===== src/rtl/thermal_pkg.sv =====
package thermal_pkg;
  localparam logic [7:0] CFG_ADDR   = 8'h20;
  localparam logic [7:0] IMASK_ADDR = 8'h28;
  localparam logic [7:0] LIM_BASE   = 8'h30;
  localparam int         CFG_MASK_BIT = 7;
  localparam int         CFG_APD_BIT  = 0;
  localparam int         CFG_LINK_LSB = 1;
  localparam logic [7:0] LIMIT_RST  = 8'h7F;
  localparam logic [7:0] TEMP_RST   = 8'h80;
endpackage


===== src/rtl/tl_cfg_regs.sv =====
module tl_cfg_regs
  import thermal_pkg::*;
#(
  parameter int NCH = 3,
  parameter int TW  = 8
) (
  input  logic              clk,
  input  logic              rst_n,
  input  logic              wr_en,
  input  logic [7:0]        wr_addr,
  input  logic [7:0]        wr_data,
  input  logic              sw_lock,
  input  logic              last_take,
  output logic              gmask,
  output logic [NCH-1:0]    link,
  output logic [NCH-1:0]    imask,
  output logic              apd_pend,
  output logic [NCH*TW-1:0] limits
);
  localparam int LW = NCH;

  logic [7:0]    cfg_q;
  logic [LW-1:0] imask_q;
  logic          pend_q;
  logic          cfg_we;
  logic          apd_rise;
  logic          apd_fall;

  assign cfg_we   = wr_en && !sw_lock && (wr_addr == CFG_ADDR);
  assign apd_rise = cfg_we && wr_data[CFG_APD_BIT] && !cfg_q[CFG_APD_BIT];
  assign apd_fall = cfg_we && !wr_data[CFG_APD_BIT];

  always_ff @(posedge clk or negedge rst_n) begin
    if (!rst_n) begin
      cfg_q   <= 8'h00;
      imask_q <= '0;
      pend_q  <= 1'b0;
    end else begin
      if (cfg_we) cfg_q <= wr_data;
      if (wr_en && wr_addr == IMASK_ADDR) imask_q <= wr_data[LW-1:0];
      if (apd_rise)                       pend_q <= 1'b1;
      else if (apd_fall || last_take)     pend_q <= 1'b0;
    end
  end

  for (genvar i = 0; i < NCH; i++) begin : g_lim
    logic [TW-1:0] lim_q;
    always_ff @(posedge clk or negedge rst_n) begin
      if (!rst_n) lim_q <= TW'(LIMIT_RST);
      else if (wr_en && wr_addr == LIM_BASE + 8'(i)) lim_q <= wr_data[TW-1:0];
    end
    assign limits[i*TW +: TW] = lim_q;
  end

  assign gmask    = cfg_q[CFG_MASK_BIT];
  assign link     = cfg_q[CFG_LINK_LSB +: NCH];
  assign imask    = imask_q;
  assign apd_pend = pend_q;

  p_lock_holds_r9: assert property (@(posedge clk) disable iff (!rst_n)
    (wr_en && sw_lock && wr_addr == CFG_ADDR) |=> $stable(cfg_q));
  p_apd_arms_r8: assert property (@(posedge clk) disable iff (!rst_n)
    $rose(cfg_q[CFG_APD_BIT]) |-> pend_q);
  p_apd_off_r8: assert property (@(posedge clk) disable iff (!rst_n)
    !cfg_q[CFG_APD_BIT] |-> !pend_q);
endmodule


===== src/rtl/tl_channel.sv =====
module tl_channel
  import thermal_pkg::*;
#(
  parameter int TW = 8
) (
  input  logic          clk,
  input  logic          rst_n,
  input  logic          take,
  input  logic [TW-1:0] data,
  input  logic [TW-1:0] limit,
  input  logic          suppress,
  output logic          hit
);
  logic [TW-1:0] temp_q;

  always_ff @(posedge clk or negedge rst_n) begin
    if (!rst_n)    temp_q <= TW'(TEMP_RST);
    else if (take) temp_q <= data;
  end

  assign hit = !suppress && ($signed(temp_q) >= $signed(limit));

  p_capture_r10: assert property (@(posedge clk) disable iff (!rst_n)
    take |=> (temp_q == $past(data)));
endmodule


===== src/rtl/tl_status.sv =====
module tl_status #(
  parameter int NCH = 3
) (
  input  logic           clk,
  input  logic           rst_n,
  input  logic [NCH-1:0] hit,
  input  logic [NCH-1:0] link,
  input  logic [NCH-1:0] imask,
  input  logic           gmask,
  input  logic           rd_clr,
  output logic [NCH-1:0] status,
  output logic           alert_n,
  output logic           shdn_n
);
  logic [NCH-1:0] st_q;
  logic           al_q;
  logic           sd_q;

  always_ff @(posedge clk or negedge rst_n) begin
    if (!rst_n) begin
      st_q <= '0;
      al_q <= 1'b1;
      sd_q <= 1'b1;
    end else begin
      st_q <= rd_clr ? hit : (st_q | hit);
      al_q <= !(!gmask && |(st_q & ~imask));
      sd_q <= !(|(hit & link));
    end
  end

  assign status  = st_q;
  assign alert_n = al_q;
  assign shdn_n  = sd_q;

  p_sticky_r3: assert property (@(posedge clk) disable iff (!rst_n)
    !rd_clr |=> ((st_q & $past(st_q)) == $past(st_q)));
  p_mask_alert_r4: assert property (@(posedge clk) disable iff (!rst_n)
    gmask |=> alert_n);
  p_release_r6: assert property (@(posedge clk) disable iff (!rst_n)
    !(|(hit & link)) |=> shdn_n);
  p_unlinked_r7: assert property (@(posedge clk) disable iff (!rst_n)
    (link == '0) |=> shdn_n);
endmodule


===== src/rtl/thermal_guard.sv =====
module thermal_guard
  import thermal_pkg::*;
#(
  parameter int NCH = 3,
  parameter int TW  = 8
) (
  input  logic              clk,
  input  logic              rst_n,
  input  logic [NCH-1:0]    t_valid,
  output logic [NCH-1:0]    t_ready,
  input  logic [NCH*TW-1:0] t_data,
  input  logic              wr_en,
  input  logic [7:0]        wr_addr,
  input  logic [7:0]        wr_data,
  input  logic              sw_lock,
  input  logic              stat_rd,
  output logic [NCH-1:0]    status,
  output logic              alert_n,
  output logic              shdn_n
);
  localparam int LAST = NCH - 1;

  logic              gmask;
  logic [NCH-1:0]    link;
  logic [NCH-1:0]    imask;
  logic              apd_pend;
  logic [NCH*TW-1:0] limits;
  logic [NCH-1:0]    take;
  logic [NCH-1:0]    hit;

  assign t_ready = {NCH{rst_n}};
  assign take    = t_valid & t_ready;

  tl_cfg_regs #(.NCH(NCH), .TW(TW)) u_cfg (
    .clk(clk), .rst_n(rst_n), .wr_en(wr_en), .wr_addr(wr_addr),
    .wr_data(wr_data), .sw_lock(sw_lock), .last_take(take[LAST]),
    .gmask(gmask), .link(link), .imask(imask), .apd_pend(apd_pend),
    .limits(limits)
  );

  for (genvar i = 0; i < NCH; i++) begin : g_ch
    logic supp;
    if (i == LAST) begin : g_apd
      assign supp = apd_pend;
    end else begin : g_plain
      assign supp = 1'b0;
    end
    tl_channel #(.TW(TW)) u_ch (
      .clk(clk), .rst_n(rst_n), .take(take[i]),
      .data(t_data[i*TW +: TW]), .limit(limits[i*TW +: TW]),
      .suppress(supp), .hit(hit[i])
    );
  end

  tl_status #(.NCH(NCH)) u_st (
    .clk(clk), .rst_n(rst_n), .hit(hit), .link(link), .imask(imask),
    .gmask(gmask), .rd_clr(stat_rd), .status(status),
    .alert_n(alert_n), .shdn_n(shdn_n)
  );

  p_supp_r8: assert property (@(posedge clk) disable iff (!rst_n)
    apd_pend |-> !hit[LAST]);
endmodule


===== config.mk =====
export PLATFORM = sky130hd
export DESIGN_NAME = thermal_guard
export DESIGN_NICKNAME = d
export VERILOG_FILES = /design/src/rtl/thermal_pkg.sv /design/src/rtl/tl_cfg_regs.sv /design/src/rtl/tl_channel.sv /design/src/rtl/tl_status.sv /design/src/rtl/thermal_guard.sv
export SDC_FILE = /design/constraint.sdc
export NUM_CORES = 1
export LEC_CHECK = 0
export BUFFER_PORTS_ARGS = -buffer_cell sky130_fd_sc_hd__buf_4
export CORE_MARGIN = 2
export CORE_UTILIZATION = 35
export CTS_BUF_LIST = sky130_fd_sc_hd__clkbuf_16
export DETAILED_ROUTE_END_ITERATION = 8
export HOLD_SLACK_MARGIN = 0.02
export PLACE_DENSITY = 0.6
export REMOVE_ABC_BUFFERS = 1
export SETUP_SLACK_MARGIN = 0.02
export SLEW_MARGIN = 40
export SYNTH_ARGS = -nofsm -noshare
export SYNTH_HDL_FRONTEND = slang
export SYNTH_SLANG_ARGS = --single-unit

===== constraint.sdc =====
create_clock -name clk -period 5 [get_ports clk]
set_input_delay 1.5 -clock clk [delete_from_list [all_inputs] [get_ports clk]]
set_output_delay 1.5 -clock clk [all_outputs]
set_load 0.03 [all_outputs]

== Word level (Yosys, flattened, before mapping) ==
Cells that the tools add are included.
Cells by class
  bitwise logic cells: 5
  multipliers: 0
  divide/modulo/power cells: 0
  shifts and indexed selects: 0
  add/sub/neg operators: 0
  reduce and logical (&&, ||, !) cells: 22
  eq/ne operators: 5
  $lt $le $gt $ge: 3
  muxes and demuxes: 3
Operator list (count)
  $eq A8 B6 Y1 const B: 5
  $ge A8 B8 Y1: 3
  $logic_and A1 B1 Y1: 11
  $and A3 B3 Y3: 3
  $logic_not A1 Y1: 7
  $reduce_or A3 Y1: 2
  $mux W3: 1
  $not A3 Y3: 1
  $or A3 B3 Y3: 1
  $mux W1: 2
  $reduce_bool A2 Y1: 1
  $logic_or A1 B1 Y1: 1
Storage, ports and cells
  RAM bits: 0
  logic and storage cells: 50
  memories: 0
  output and inout port bits: 8
  bits in latches: 0
  bits in read-only memories: 0
  register bits after elaboration: 65
  input bits: 48

== Logic depth before layout (Yosys ltp) ==
  word-level depth: 7
  gate-level depth with buffers: 7

== Cells and area by module ==
From an unflattened synthesis, not the netlist that was laid out.
Unflattened totals
  cell total of the unflattened synthesis: 240
  area total of the unflattened synthesis: 3215.6 um2
By module, submodules not included
  tl_channel: times used 3, area each 523.0 um2, seq. area each 201.4 um2, cells each 45
  tl_cfg_regs: times used 1, area each 1410.1 um2, seq. area each 852.1 um2, cells each 84
  tl_status: times used 1, area each 191.4 um2, seq. area each 127.6 um2, cells each 14
  thermal_guard: times used 1, area each 45.0 um2, seq. area each 0.0 um2, cells each 7

== Least setup slack after synthesis ==
Ideal clock, no wire load.
  kind: in2out
  start point: input port rst_n
  end point: output port t_ready[0]
  slack: 1.855 ns
  data arrival time: 1.645 ns
  path buffers: 1
  stages on the path: 1
  cells stage by stage: buf_4
RTL lines
  start, declared: RTL line thermal_guard.sv:8  | input logic rst_n,
  end, declared: RTL line thermal_guard.sv:10  | output logic [NCH-1:0] t_ready,
No word-level cell between the ends.

== Worst setup path in the final report ==
  start point: input port rst_n
  end point: output port t_ready[2]
No word-level cell between the ends.

==> metrics.cfg <==
[grt]
first_global_vias = 2106
grt_max_degree = 43
grt_overflow = 0
grt_pass1_wl_mm = 10.06
antenna_found_initial = 0
grt.total_usage = 0.1352

[synth]
yosys-top-cells-area = dfrtp_1 (30%), dfstp_2 (23%), mux2_2 (16%)
synthSimpleGateAreaFrac = 0.06813
yosys.area_share.adder = 0.09971
netlist_area_sq_mm = 0.003012
synth_mux_area_frac = 0.1894
synth-edff-count = 0
synth_top_family_by_area = multiplexers
syn_inst = 243
synth_top_area_frac = 0.2991
syn_area_per_cell_sq_um = 12.39
synth_seq_area_share = 0.5260
synth_largest_area_cell = dfrtp_1
synth_warnings = 0
async_flop_share = 1.000
synth-compound-area-share = 0.06523
synth_seq_cells = 62
synthXorXnorAreaFrac = 0
synth_cell_type_count = 33
synthFlopType = dfrtp_1

[clock_network]
clkTransAtPathRegs_ns = 0.05
cts_buffers = 9
cts_tree = done
postCtsSetupBuffers = 0
ctsHoldBuffers = 0
cts_root_buffer = clkbuf_16
clock_path_buffers = 2
htree_num_levels = 3
cts_resized = 0
clkLatencyLatePin_ns = 0.32
cts.sinks = 62

[final_layout]
final_area_sq_mm = 0.003825
final_nets = 376
diodes = 0
synthToLayoutAreaGrowth_pct = 27.00
drive_gt1_frac = 0.4822
final_util = 0.4609

[routing]
wl_met2_mm = 2.628
first_pass_iters = 4
dr_wl_met3_microns = 207
ant_nets = 0
vias = 1960
wl_per_cell_microns = 13.84
top_layer = met4
drtIter0Drc = 67
routed_via_density = 4.734
wl_met1_mm = 2.807
drc = 0
wl_mm = 5.728

[sta]
finalSetupViolCount = 0
tightest_slew_ns = 0.5296
rsz0062_at_grt = false
fin_skew_ns = 0.004213
hold_violations = 0
final.setup.tns_ns = 0
fmax_ghz = 0.2726
fin_crit_sh = 0.7337
fin_ws_ns = 1.332
finalMaxSlewViolations = 0
finalCriticalPeriod_ns = 3.668
max_slew_margin = 0.6470

[placed_design]
pre_cts_slack_ns = 1.294
place_area_sq_mm = 0.003528
gp_congestion = 0.7809
dp_hpwl_mm = 4.416
io_buffers = 55

[power]
peakVddDrop_v = 0.0001878
p_leak_nw = 1.797
p_per_area_mw_per_mm2 = 361.8

[critical_path]
critPathLaunchType = input port
endpoint_kind = output port
arrival_ns = 2.17
crit_top_cell = buf_4
path_buf_inv = 2
cp_top_family = buffers and inverters
crit_type = input port to output port
slowest_stage = buf_4
cp_max_fo = 42
cp_cell_sequence = buf_4 -> buf_4
required_ns = 3.50
max_stage_delay_ns = 0.41

[floorplanning]
die_y_microns = 96.76
die_area_sq_mm = 0.009363
fp-row-count = 33
start_util = 0.3629
design.portCount = 56
dieWidth_microns = 96.76
core_area_sq_mm = 0.008299

[worst_hold_path]
min_path_type = register to register

[job]
max-cap-violations = 0

[run_status]
status = complete, no violations

placed cells by master (no fill, tap or decap), types with 3 or more instances in the layout:
cell       instances
nand4_1            3
clkbuf_16          9
a21o_1             4
buf_4             56
a211oi_1           4
nor2_1             9
dfstp_2           26
dfrtp_1           36
clkinv_2           4
mux2_2            44
nand2_1           17
o21ai_0            9
ha_1              24
inv_1             32
mux2_4             5
final timing paths:
kind / from / end / slack, ns / cells after the start
max: rst_n / t_ready[2] / 1.33 / 2
min: u_cfg.cfg_q[1] / u_st.shdn_n / 0.45 / 1
max reg2reg: u_cfg.g_lim[2].lim_q[5] / u_st.shdn_n / 2.89 / 6
min reg2reg: u_cfg.cfg_q[1] / u_st.shdn_n / 0.45 / 1
max in group asynchronous: rst_n / u_cfg.g_lim[2].lim_q[1] / 3.06 / 2
min in group asynchronous: rst_n / g_ch[2].u_ch.temp_q[0] / 1.14 / 1
state kept, by name (all words and copies together) (netlist names):
signal / count
u_st.status: 3
u_cfg.imask: 3
u_cfg.apd_pend: 1
u_st.alert_n: 1
u_cfg.cfg_q: 5
g_ch.u_ch.temp_q: 24
u_st.shdn_n: 1
u_cfg.g_lim.lim_q: 24
through the flow:
step,instances,power (mW),hold slack [ns]
2_1_floorplan,237,0.7056,0.3951
3_3_place_gp,398,0.7886,0.4221
3_5_place_dp,398,0.7967,0.4282
4_1_cts,414,1.404,0.4525
5_1_grt,414,1.456,0.4858
6_report,414,1.384,0.4549
metal layers:
metal,track usage,vias to the layer above
met4,0.06176,0
met3,0.02962,9
met5,0,-
met1,0.1827,935
li1,-,971
met2,0.2078,45
final cells by class:
type                    count  area [sq um]
inverters                  32         120.1
clock inverters             7         65.06
repair buffers             56         420.4
well taps                 105         131.4
clock buffers               9         225.2
fillers                   797          4474
multi-input cells         143          1279
flip-flops and latches     62          1584
synth_stat cells (2+ instances only):
library cell	count
mux2_4	5
dfstp_2	26
nand2_1	17
nor2_1	9
a2111oi_0	2
a21o_1	4
nor3_1	2
ha_1	24
mux2_2	44
clkbuf_1	2
a222oi_1	2
buf_4	3
dfrtp_1	36
inv_1	32
o21ai_0	9
nand2b_1	2
nand4_1	3
a211oi_1	4
a21oi_1	2
nor2b_1	2
cells by family (layout without fill, tap and decap cells):
group	after synthesis	in the layout
AO/OA/AOI/OAI	28	28
adder cells (fa/ha/maj)	24	24
buffers and inverters	38	104
flip-flops	62	62
multiplexers	49	49
AND/OR/NAND/NOR	42	42
power by group:
part	leakage, nW	internal (mW)	switching [mW]	total [mW]
sequential	0.709	0.561	0.0265	0.587
clock	0.141	0.381	0.217	0.599
combinational	0.947	0.103	0.0951	0.198
total	1.80	1.04	0.339	1.38
Note: power is estimated with default switching activity, not from simulation.
